## src/rtl/voqx_pkg.sv

```systemverilog
package voqx_pkg;

  typedef enum logic {
    MODE_VOQ  = 1'b0,
    MODE_FIFO = 1'b1
  } qmode_e;

endpackage

```

## src/rtl/voqx_fifo.sv

```systemverilog
module voqx_fifo #(
  parameter int W     = 8,
  parameter int DEPTH = 4
) (
  input  logic         clk,
  input  logic         rst_n,
  input  logic         push,
  input  logic [W-1:0] din,
  input  logic         pop,
  output logic [W-1:0] dout,
  output logic         empty,
  output logic         full
);

  localparam int AW = (DEPTH > 1) ? $clog2(DEPTH) : 1;
  localparam int CW = $clog2(DEPTH + 1);

  logic [W-1:0]  mem [DEPTH];
  logic [AW-1:0] rd_q, rd_d, wr_q, wr_d;
  logic [CW-1:0] cnt_q, cnt_d;
  logic          do_push, do_pop;

  assign empty   = (cnt_q == '0);
  assign full    = (cnt_q == CW'(DEPTH));
  assign do_push = push && !full;
  assign do_pop  = pop && !empty;
  assign dout    = mem[rd_q];

  always_comb begin
    wr_d  = wr_q;
    rd_d  = rd_q;
    cnt_d = cnt_q;
    if (do_push) wr_d = (wr_q == AW'(DEPTH - 1)) ? '0 : wr_q + 1'b1;
    if (do_pop)  rd_d = (rd_q == AW'(DEPTH - 1)) ? '0 : rd_q + 1'b1;
    case ({do_push, do_pop})
      2'b10:   cnt_d = cnt_q + 1'b1;
      2'b01:   cnt_d = cnt_q - 1'b1;
      default: cnt_d = cnt_q;
    endcase
  end

  always_ff @(posedge clk or negedge rst_n) begin
    if (!rst_n) begin
      wr_q  <= '0;
      rd_q  <= '0;
      cnt_q <= '0;
    end else begin
      wr_q  <= wr_d;
      rd_q  <= rd_d;
      cnt_q <= cnt_d;
    end
  end

  always_ff @(posedge clk) begin
    if (do_push) mem[wr_q] <= din;
  end

endmodule

```

## src/rtl/voqx_rr.sv

```systemverilog
module voqx_rr #(
  parameter int N  = 3,
  parameter int PW = 2
) (
  input  logic [N-1:0]  req,
  input  logic [PW-1:0] ptr,
  output logic [N-1:0]  gnt
);

  always_comb begin
    logic found;
    gnt   = '0;
    found = 1'b0;
    for (int k = 0; k < N; k++) begin
      int idx;
      idx = (int'(ptr) + k) % N;
      if (!found && req[idx]) begin
        gnt[idx] = 1'b1;
        found    = 1'b1;
      end
    end
  end

endmodule

```

## src/rtl/voqx_ingress.sv

```systemverilog
module voqx_ingress #(
  parameter int N     = 3,
  parameter int PW    = 2,
  parameter int DW    = 8,
  parameter int DEPTH = 4
) (
  input  logic          clk,
  input  logic          rst_n,
  input  logic          fifo_mode,
  input  logic          in_valid,
  output logic          in_ready,
  input  logic [PW-1:0] in_dest,
  input  logic [DW-1:0] in_data,
  input  logic [N-1:0]  avail,
  input  logic [N-1:0]  take,
  output logic [N-1:0]  req,
  output logic [DW-1:0] take_data,
  output logic          holds
);

  logic [N-1:0]       voq_full, voq_empty;
  logic [DW-1:0]      voq_dout [N];
  logic               ff_full, ff_empty;
  logic [PW+DW-1:0]   ff_dout;
  logic [PW-1:0]      head_dest;
  logic [DW-1:0]      head_data;
  logic               dest_ok;
  logic               sel_full;

  assign dest_ok   = (int'(in_dest) < N);
  assign head_dest = ff_dout[PW+DW-1:DW];
  assign head_data = ff_dout[DW-1:0];

  for (genvar j = 0; j < N; j++) begin : g_voq
    voqx_fifo #(.W(DW), .DEPTH(DEPTH)) u_q (
      .clk   (clk),
      .rst_n (rst_n),
      .push  (in_valid && dest_ok && !fifo_mode && (in_dest == PW'(j))),
      .din   (in_data),
      .pop   (take[j] && !fifo_mode),
      .dout  (voq_dout[j]),
      .empty (voq_empty[j]),
      .full  (voq_full[j])
    );
  end

  voqx_fifo #(.W(PW + DW), .DEPTH(DEPTH)) u_shared (
    .clk   (clk),
    .rst_n (rst_n),
    .push  (in_valid && dest_ok && fifo_mode),
    .din   ({in_dest, in_data}),
    .pop   (fifo_mode && (|take)),
    .dout  (ff_dout),
    .empty (ff_empty),
    .full  (ff_full)
  );

  always_comb begin
    sel_full = 1'b0;
    for (int j = 0; j < N; j++) begin
      if (in_dest == PW'(j)) sel_full = voq_full[j];
    end
    in_ready = dest_ok && (fifo_mode ? !ff_full : !sel_full);
  end

  always_comb begin
    for (int j = 0; j < N; j++) begin
      if (fifo_mode) req[j] = !ff_empty && (head_dest == PW'(j)) && avail[j];
      else           req[j] = !voq_empty[j] && avail[j];
    end
  end

  always_comb begin
    take_data = '0;
    for (int j = 0; j < N; j++) begin
      if (take[j]) take_data = fifo_mode ? head_data : voq_dout[j];
    end
  end

  assign holds = fifo_mode ? !ff_empty : !(&voq_empty);

endmodule

```

## src/rtl/voqx_sched.sv

```systemverilog
module voqx_sched #(
  parameter int N     = 3,
  parameter int DW    = 8,
  parameter int DEPTH = 4,
  parameter int CNT_W = 16,
  parameter int PW    = (N > 1) ? $clog2(N) : 1
) (
  input  logic            clk,
  input  logic            rst_n,
  input  logic            run,
  input  logic            fifo_mode,
  input  logic            busy_en,
  input  logic [PW-1:0]   busy_port,
  input  logic [N-1:0]    in_valid,
  output logic [N-1:0]    in_ready,
  input  logic [N*PW-1:0] in_dest,
  input  logic [N*DW-1:0] in_data,
  output logic [N-1:0]    out_valid,
  output logic [N*DW-1:0] out_data,
  output logic [N*PW-1:0] out_src,
  output logic [CNT_W-1:0] sent_count,
  output logic [CNT_W-1:0] slot_count,
  output logic [CNT_W-1:0] block_count
);

  import voqx_pkg::*;

  qmode_e        mode;
  logic          mode_fifo;
  logic [1:0]    rsync_q;
  logic          srst_n;

  logic [N-1:0]  busy_vec, avail;
  logic [N-1:0]  req_m   [N];   // [input][output]
  logic [N-1:0]  req_col [N];   // [output][input]
  logic [N-1:0]  gnt_col [N];   // [output][input]
  logic [N-1:0]  gnt_row [N];   // [input][output]
  logic [N-1:0]  acc_m   [N];   // [input][output]
  logic [N-1:0]  take_m  [N];
  logic [DW-1:0] tdata   [N];
  logic [N-1:0]  holds, served;

  logic [PW-1:0] optr_q [N], optr_d [N];
  logic [PW-1:0] iptr_q [N], iptr_d [N];
  logic [N-1:0]  ovld_q, ovld_d;
  logic [DW-1:0] odata_q [N], odata_d [N];
  logic [PW-1:0] osrc_q  [N], osrc_d  [N];
  logic [CNT_W-1:0] sent_q, sent_d, slot_q, slot_d, blk_q, blk_d;
  logic          blocked_slot;

  assign mode      = qmode_e'(fifo_mode);
  assign mode_fifo = (mode == MODE_FIFO);

  // Reset: asserted asynchronously, released after two clock edges
  always_ff @(posedge clk or negedge rst_n) begin
    if (!rst_n) rsync_q <= '0;
    else        rsync_q <= {rsync_q[0], 1'b1};
  end
  assign srst_n = rsync_q[1];

  always_comb begin
    for (int o = 0; o < N; o++) busy_vec[o] = busy_en && (busy_port == PW'(o));
    avail = ~busy_vec;
  end

  for (genvar i = 0; i < N; i++) begin : g_in
    assign take_m[i] = run ? acc_m[i] : '0;
    voqx_ingress #(.N(N), .PW(PW), .DW(DW), .DEPTH(DEPTH)) u_ing (
      .clk       (clk),
      .rst_n     (srst_n),
      .fifo_mode (mode_fifo),
      .in_valid  (in_valid[i]),
      .in_ready  (in_ready[i]),
      .in_dest   (in_dest[i*PW +: PW]),
      .in_data   (in_data[i*DW +: DW]),
      .avail     (avail),
      .take      (take_m[i]),
      .req       (req_m[i]),
      .take_data (tdata[i]),
      .holds     (holds[i])
    );
    voqx_rr #(.N(N), .PW(PW)) u_acc (
      .req (gnt_row[i]),
      .ptr (iptr_q[i]),
      .gnt (acc_m[i])
    );
  end

  always_comb begin
    for (int o = 0; o < N; o++)
      for (int i = 0; i < N; i++) req_col[o][i] = req_m[i][o];
  end

  for (genvar o = 0; o < N; o++) begin : g_out
    voqx_rr #(.N(N), .PW(PW)) u_gnt (
      .req (req_col[o]),
      .ptr (optr_q[o]),
      .gnt (gnt_col[o])
    );
  end

  always_comb begin
    for (int i = 0; i < N; i++)
      for (int o = 0; o < N; o++) gnt_row[i][o] = gnt_col[o][i];
  end

  // Next state: pointers, egress registers, counters
  always_comb begin
    int sent_inc;
    sent_inc = 0;
    for (int o = 0; o < N; o++) begin
      optr_d[o]  = optr_q[o];
      ovld_d[o]  = 1'b0;
      odata_d[o] = '0;
      osrc_d[o]  = '0;
    end
    for (int i = 0; i < N; i++) begin
      iptr_d[i] = iptr_q[i];
      served[i] = |acc_m[i];
    end
    for (int i = 0; i < N; i++) begin
      for (int o = 0; o < N; o++) begin
        if (run && acc_m[i][o]) begin
          optr_d[o]  = PW'((i + 1) % N);
          iptr_d[i]  = PW'((o + 1) % N);
          ovld_d[o]  = 1'b1;
          odata_d[o] = tdata[i];
          osrc_d[o]  = PW'(i);
          sent_inc   = sent_inc + 1;
        end
      end
    end
    blocked_slot = mode_fifo && |(holds & ~served);
    sent_d = sent_q + CNT_W'(sent_inc);
    slot_d = slot_q + 1'b1;
    blk_d  = blocked_slot ? blk_q + 1'b1 : blk_q;
  end

  always_ff @(posedge clk or negedge srst_n) begin
    if (!srst_n) begin
      for (int k = 0; k < N; k++) begin
        optr_q[k]  <= '0;
        iptr_q[k]  <= '0;
        odata_q[k] <= '0;
        osrc_q[k]  <= '0;
      end
      ovld_q <= '0;
      sent_q <= '0;
      slot_q <= '0;
      blk_q  <= '0;
    end else begin
      ovld_q <= ovld_d;
      if (run) begin
        for (int k = 0; k < N; k++) begin
          optr_q[k]  <= optr_d[k];
          iptr_q[k]  <= iptr_d[k];
          odata_q[k] <= odata_d[k];
          osrc_q[k]  <= osrc_d[k];
        end
        sent_q <= sent_d;
        slot_q <= slot_d;
        blk_q  <= blk_d;
      end
    end
  end

  always_comb begin
    for (int o = 0; o < N; o++) begin
      out_data[o*DW +: DW] = odata_q[o];
      out_src[o*PW +: PW]  = osrc_q[o];
    end
  end

  assign out_valid   = ovld_q;
  assign sent_count  = sent_q;
  assign slot_count  = slot_q;
  assign block_count = blk_q;

endmodule

```

## config.mk

```make
export PLATFORM = sky130hd
export DESIGN_NAME = voqx_sched
export DESIGN_NICKNAME = d
export VERILOG_FILES = /design/src/rtl/voqx_pkg.sv /design/src/rtl/voqx_fifo.sv /design/src/rtl/voqx_rr.sv /design/src/rtl/voqx_ingress.sv /design/src/rtl/voqx_sched.sv
export SDC_FILE = /design/constraint.sdc
export NUM_CORES = 1
export LEC_CHECK = 0
export ABC_CLOCK_PERIOD_IN_PS = 7900
export BUFFER_PORTS_ARGS = -buffer_cell sky130_fd_sc_hd__buf_2
export CAP_MARGIN = 20
export CORE_AREA = 2 2 180 359
export CTS_CLUSTER_SIZE = 25
export DETAILED_ROUTE_END_ITERATION = 16
export DIE_AREA = 0 0 182 361
export PLACE_DENSITY = 0.68
export SYNTH_ARGS = -nofsm -noshare
export SYNTH_HDL_FRONTEND = slang
export SYNTH_SLANG_ARGS = --single-unit
```

## constraint.sdc

```tcl
create_clock -name clk -period 7.9 [get_ports clk]
set_input_delay 0.79 -clock clk [delete_from_list [all_inputs] [get_ports clk]]
set_output_delay 0.79 -clock clk [all_outputs]
set_load 0.05 [all_outputs]
```

==> run_results.csv <==
group,metric,value,unit
clock_tree,cts-buffers-inserted,50,
finish,area_delta_synth_final,19.4,%
clock_tree,cts_max_level,2,
clock_tree,cts.sinks,587,
finish,most-common-layout-cells,"edfxtp_1, buf_4, dfrtp_1, nand2_1, inv_1",
sta,relSlewSlack,0.271,
critical_path,worstPathRequired,8.42,ns
run,drv_cap,0,
place,preCtsSetupSlack,-0.956,ns
sta,fmax,115,MHz
detailed_routing,drcViolationCount,0,
sta,hold_violations,0,
critical_path,end_kind,"flip-flop",
global_routing,busiest_layer,"met2",
synth,synth_edf_count,408,
pwr,p_comb_frac,0.490,
global_routing,grt_use_met2,0.432,
clock_tree,clock_path_buffers,3,
global_routing,grt_use_met1,0.234,
pwr,netSwitchingPower,5.31,mW
die,fp.coreArea,62800,µm²
synth,syn-instance-count,2063,
clock_tree,cts-root-buf,"clkbuf_16",
finish,fill_cells,5172,
sta,timing.final.ws_setup,-0.778,ns
finish,fin_area,33500,µm²
place,dp_cells,3146,
synth,ys_warn_count,0,
global_routing,grt-ovfl-total,0,
global_routing,track_usage,0.232,
die,die_y,361,µm
finish,drive_above_1_share,0.285,
critical_path,arrival,9.20,ns
sta,skew,0.0274,ns
detailed_routing,drtAntennaViolNets,0,
pwr,leakage,13.2,nW
die,die_x,182,µm
hold_path,holdCritPathClass,"flip-flop to flip-flop",
pwr,p_int,8.06,mW
die,dieArea,65700,µm²
sta,whs,0.351,ns
critical_path,cp_top_family,"compound AO/OA/AOI/OAI gates",
critical_path,slowest_stage,"mux4_2",
die,io_pins,124,
clock_tree,cts_tree,"done",
critical_path,path_class,"flip-flop to flip-flop",
synth,netlist-cell-type-count,102,
synth,ys_seq_elements,587,
clock_tree,worstSkewPairLatency,0.62,ns
place,dp_hpwl,57.2,mm
pwr,clkPwrFrac,0.194,
critical_path,cp_max_fo,5,
clock_tree,clk_pin_slew,0.07,ns
sta,finalCritPeriodShare,1.10,
sta,tightest_slew,1.08,ns
global_routing,grt_pass1_vias,19500,
detailed_routing,drtIter0Drc,1289,
global_routing,antenna_found_initial,6,
global_routing,grt_max_degree,65,
critical_path,start_kind,"flip-flop",
finish,nets,2600,
finish,final_common_cell,"edfxtp_1",
run_status,violations,"negative setup slack",
synth,syn_area,28100,µm²
sta,finalSetupTns,-7.86,ns
pwr,irDropWorstVdd,0.259,mV
die,rows,130,
detailed_routing,routedWlPerCell,23.1,µm
synth,avgSynthCellArea,13.6,µm²
detailed_routing,dr.pass1.iters,5,
synth,synth-seq-area-share,0.596,
finish,utilization,0.534,
pwr,totalPowerFinal,13.4,mW
synth,ys.flop_type,"edfxtp_1",
critical_path,cp_common_cell,"ha_4",
sta,finalMaxSlewViolations,0,
place,io_buffers,123,
finish,stdcell_count,3268,
pwr,switching_share,0.397,
place,gp_congestion,0.941,
global_routing,grt_pass1_wl,115,mm
synth,async_flop_share,0.305,
run_status,status,"complete, but fails checks",
sta,fin_crit,8.68,ns
die,start_util,0.447,
place,post_dp_cell_area,31300,µm²
pwr,p_seq_frac,0.316,
global_routing,groute.layer.met3.usage,0.0337,
detailed_routing,vias,18400,
sta,setup_viol,13,
sta,rsz0062_at_grt,"true",
detailed_routing,vias_per_cell,5.64,
detailed_routing,routed_wl,75.4,mm
critical_path,max_stage_delay,0.62,ns
pwr,power_density,399,nW/µm²
critical_path,path_buf_inv,4,
## final cells by class
class	count	area, µm²	area share
Timing Repair Buffer	390	2640	0.0788
Multi-Input combinational cell	1265	10900	0.325
Antenna cell	3	7.51	0.000224
Inverter	137	514	0.0153
Clock buffer	62	1360	0.0405
Clock inverter	32	383	0.0114
Tap cell	792	991	0.0296
Sequential cell	587	16700	0.499
## synthesized netlist by cell type (10+ instances only)
| library cell | count | share of area |
|---|---|---|
| dfrtp_1 | 179 | 0.16 |
| or3_1 | 16 | 0.0036 |
| ha_1 | 116 | 0.052 |
| o22ai_1 | 28 | 0.0062 |
| inv_1 | 136 | 0.018 |
| and3_1 | 17 | 0.0038 |
| buf_2 | 10 | 0.0018 |
| xnor2_1 | 51 | 0.016 |
| a211oi_1 | 11 | 0.0029 |
| nand2b_1 | 12 | 0.0027 |
| nand4_1 | 17 | 0.0038 |
| a21oi_1 | 54 | 0.0096 |
| nor2b_1 | 10 | 0.0022 |
| nor2_1 | 116 | 0.016 |
| mux2_2 | 29 | 0.012 |
| mux2i_1 | 11 | 0.0039 |
| a31oi_1 | 16 | 0.0036 |
| edfxtp_1 | 408 | 0.44 |
| o21ai_0 | 80 | 0.014 |
| mux4_2 | 102 | 0.082 |
| nand3_1 | 46 | 0.0082 |
| nand2_1 | 157 | 0.021 |
| o31ai_1 | 11 | 0.0029 |
| clkbuf_1 | 38 | 0.0051 |
| and2_1 | 62 | 0.014 |
| xor2_1 | 40 | 0.012 |
| fa_1 | 13 | 0.0093 |
| buf_1 | 23 | 0.0031 |
| nor3_1 | 38 | 0.0068 |
| a21o_1 | 18 | 0.0048 |
| o211ai_1 | 12 | 0.0032 |
## registers in the layout (all words and copies together), names as in the netlist, 6 cells and up
register / flops
g_in.u_ing.u_shared.mem: 120
out_data: 24
g_in.u_ing.g_voq.u_q.cnt_q: 27
out_src: 6
slot_count: 16
sent_count: 16
g_in.u_ing.u_shared.rd_q: 6
optr_q: 6
g_in.u_ing.g_voq.u_q.rd_q: 18
g_in.u_ing.g_voq.u_q.mem: 288
iptr_q: 6
block_count: 16
g_in.u_ing.u_shared.wr_q: 6
g_in.u_ing.u_shared.cnt_q: 9
g_in.u_ing.g_voq.u_q.wr_q: 18
## routing by layer
metal | part of all wire | vias to the layer above
li1 | - | 8429
met5 | 0.00054 | -
met2 | 0.53 | 560
met4 | 0.081 | 6
met3 | 0.045 | 244
met1 | 0.34 | 9207
## timing repair
action                     in CTS  in global routing
resized for setup              27                 25
buffers inserted               18                  7
pin swaps                      41                 40
hold endpoints to repair        2                  0
setup endpoints to repair      13                 14
hold buffers                    1                  0
## power by group through the flow
stage          registers (mW)  clock network (mW)  logic (mW)
4_1_cts                  4.24                2.64        6.41
6_report                 4.23                2.60        6.55
3_3_place_gp             4.26                   0        6.05
3_5_place_dp             4.29                   0        6.21
5_1_grt                  4.30                2.74        7.05
2_1_floorplan            4.49                   0        3.53
## final timing paths
| check | cells past startpoint | start | slack, ns | endpoint |
|---|---|---|---|---|
| worst min-delay path | 0 | rsync_q[0] | 0.35 | rsync_q[1] |
| worst max register to register | 41 | g_in[2].u_ing.u_shared.rd_q[0] | -0.78 | sent_count[10] |
| worst min register to register | 0 | rsync_q[0] | 0.35 | rsync_q[1] |
| worst max-delay path | 41 | g_in[2].u_ing.u_shared.rd_q[0] | -0.78 | sent_count[10] |
| max in group asynchronous | 1 | rsync_q[1] | 6.00 | sent_count[10] |
| min in group asynchronous | 0 | rsync_q[1] | 0.46 | g_in[1].u_ing.g_voq[1].u_q.wr_q[0] |
## cell families after synthesis
logic type	Yosys count	share of synthesized area
compound gates	345	0.0852
xor+xnor	95	0.0318
fa+ha+maj	129	0.0609
buf+inv	213	0.0297
flops	587	0.596
mux	143	0.0979
other cells	2	0.000267
simple gates	549	0.0985
No activity file was read; power rests on OpenSTA's default activity.
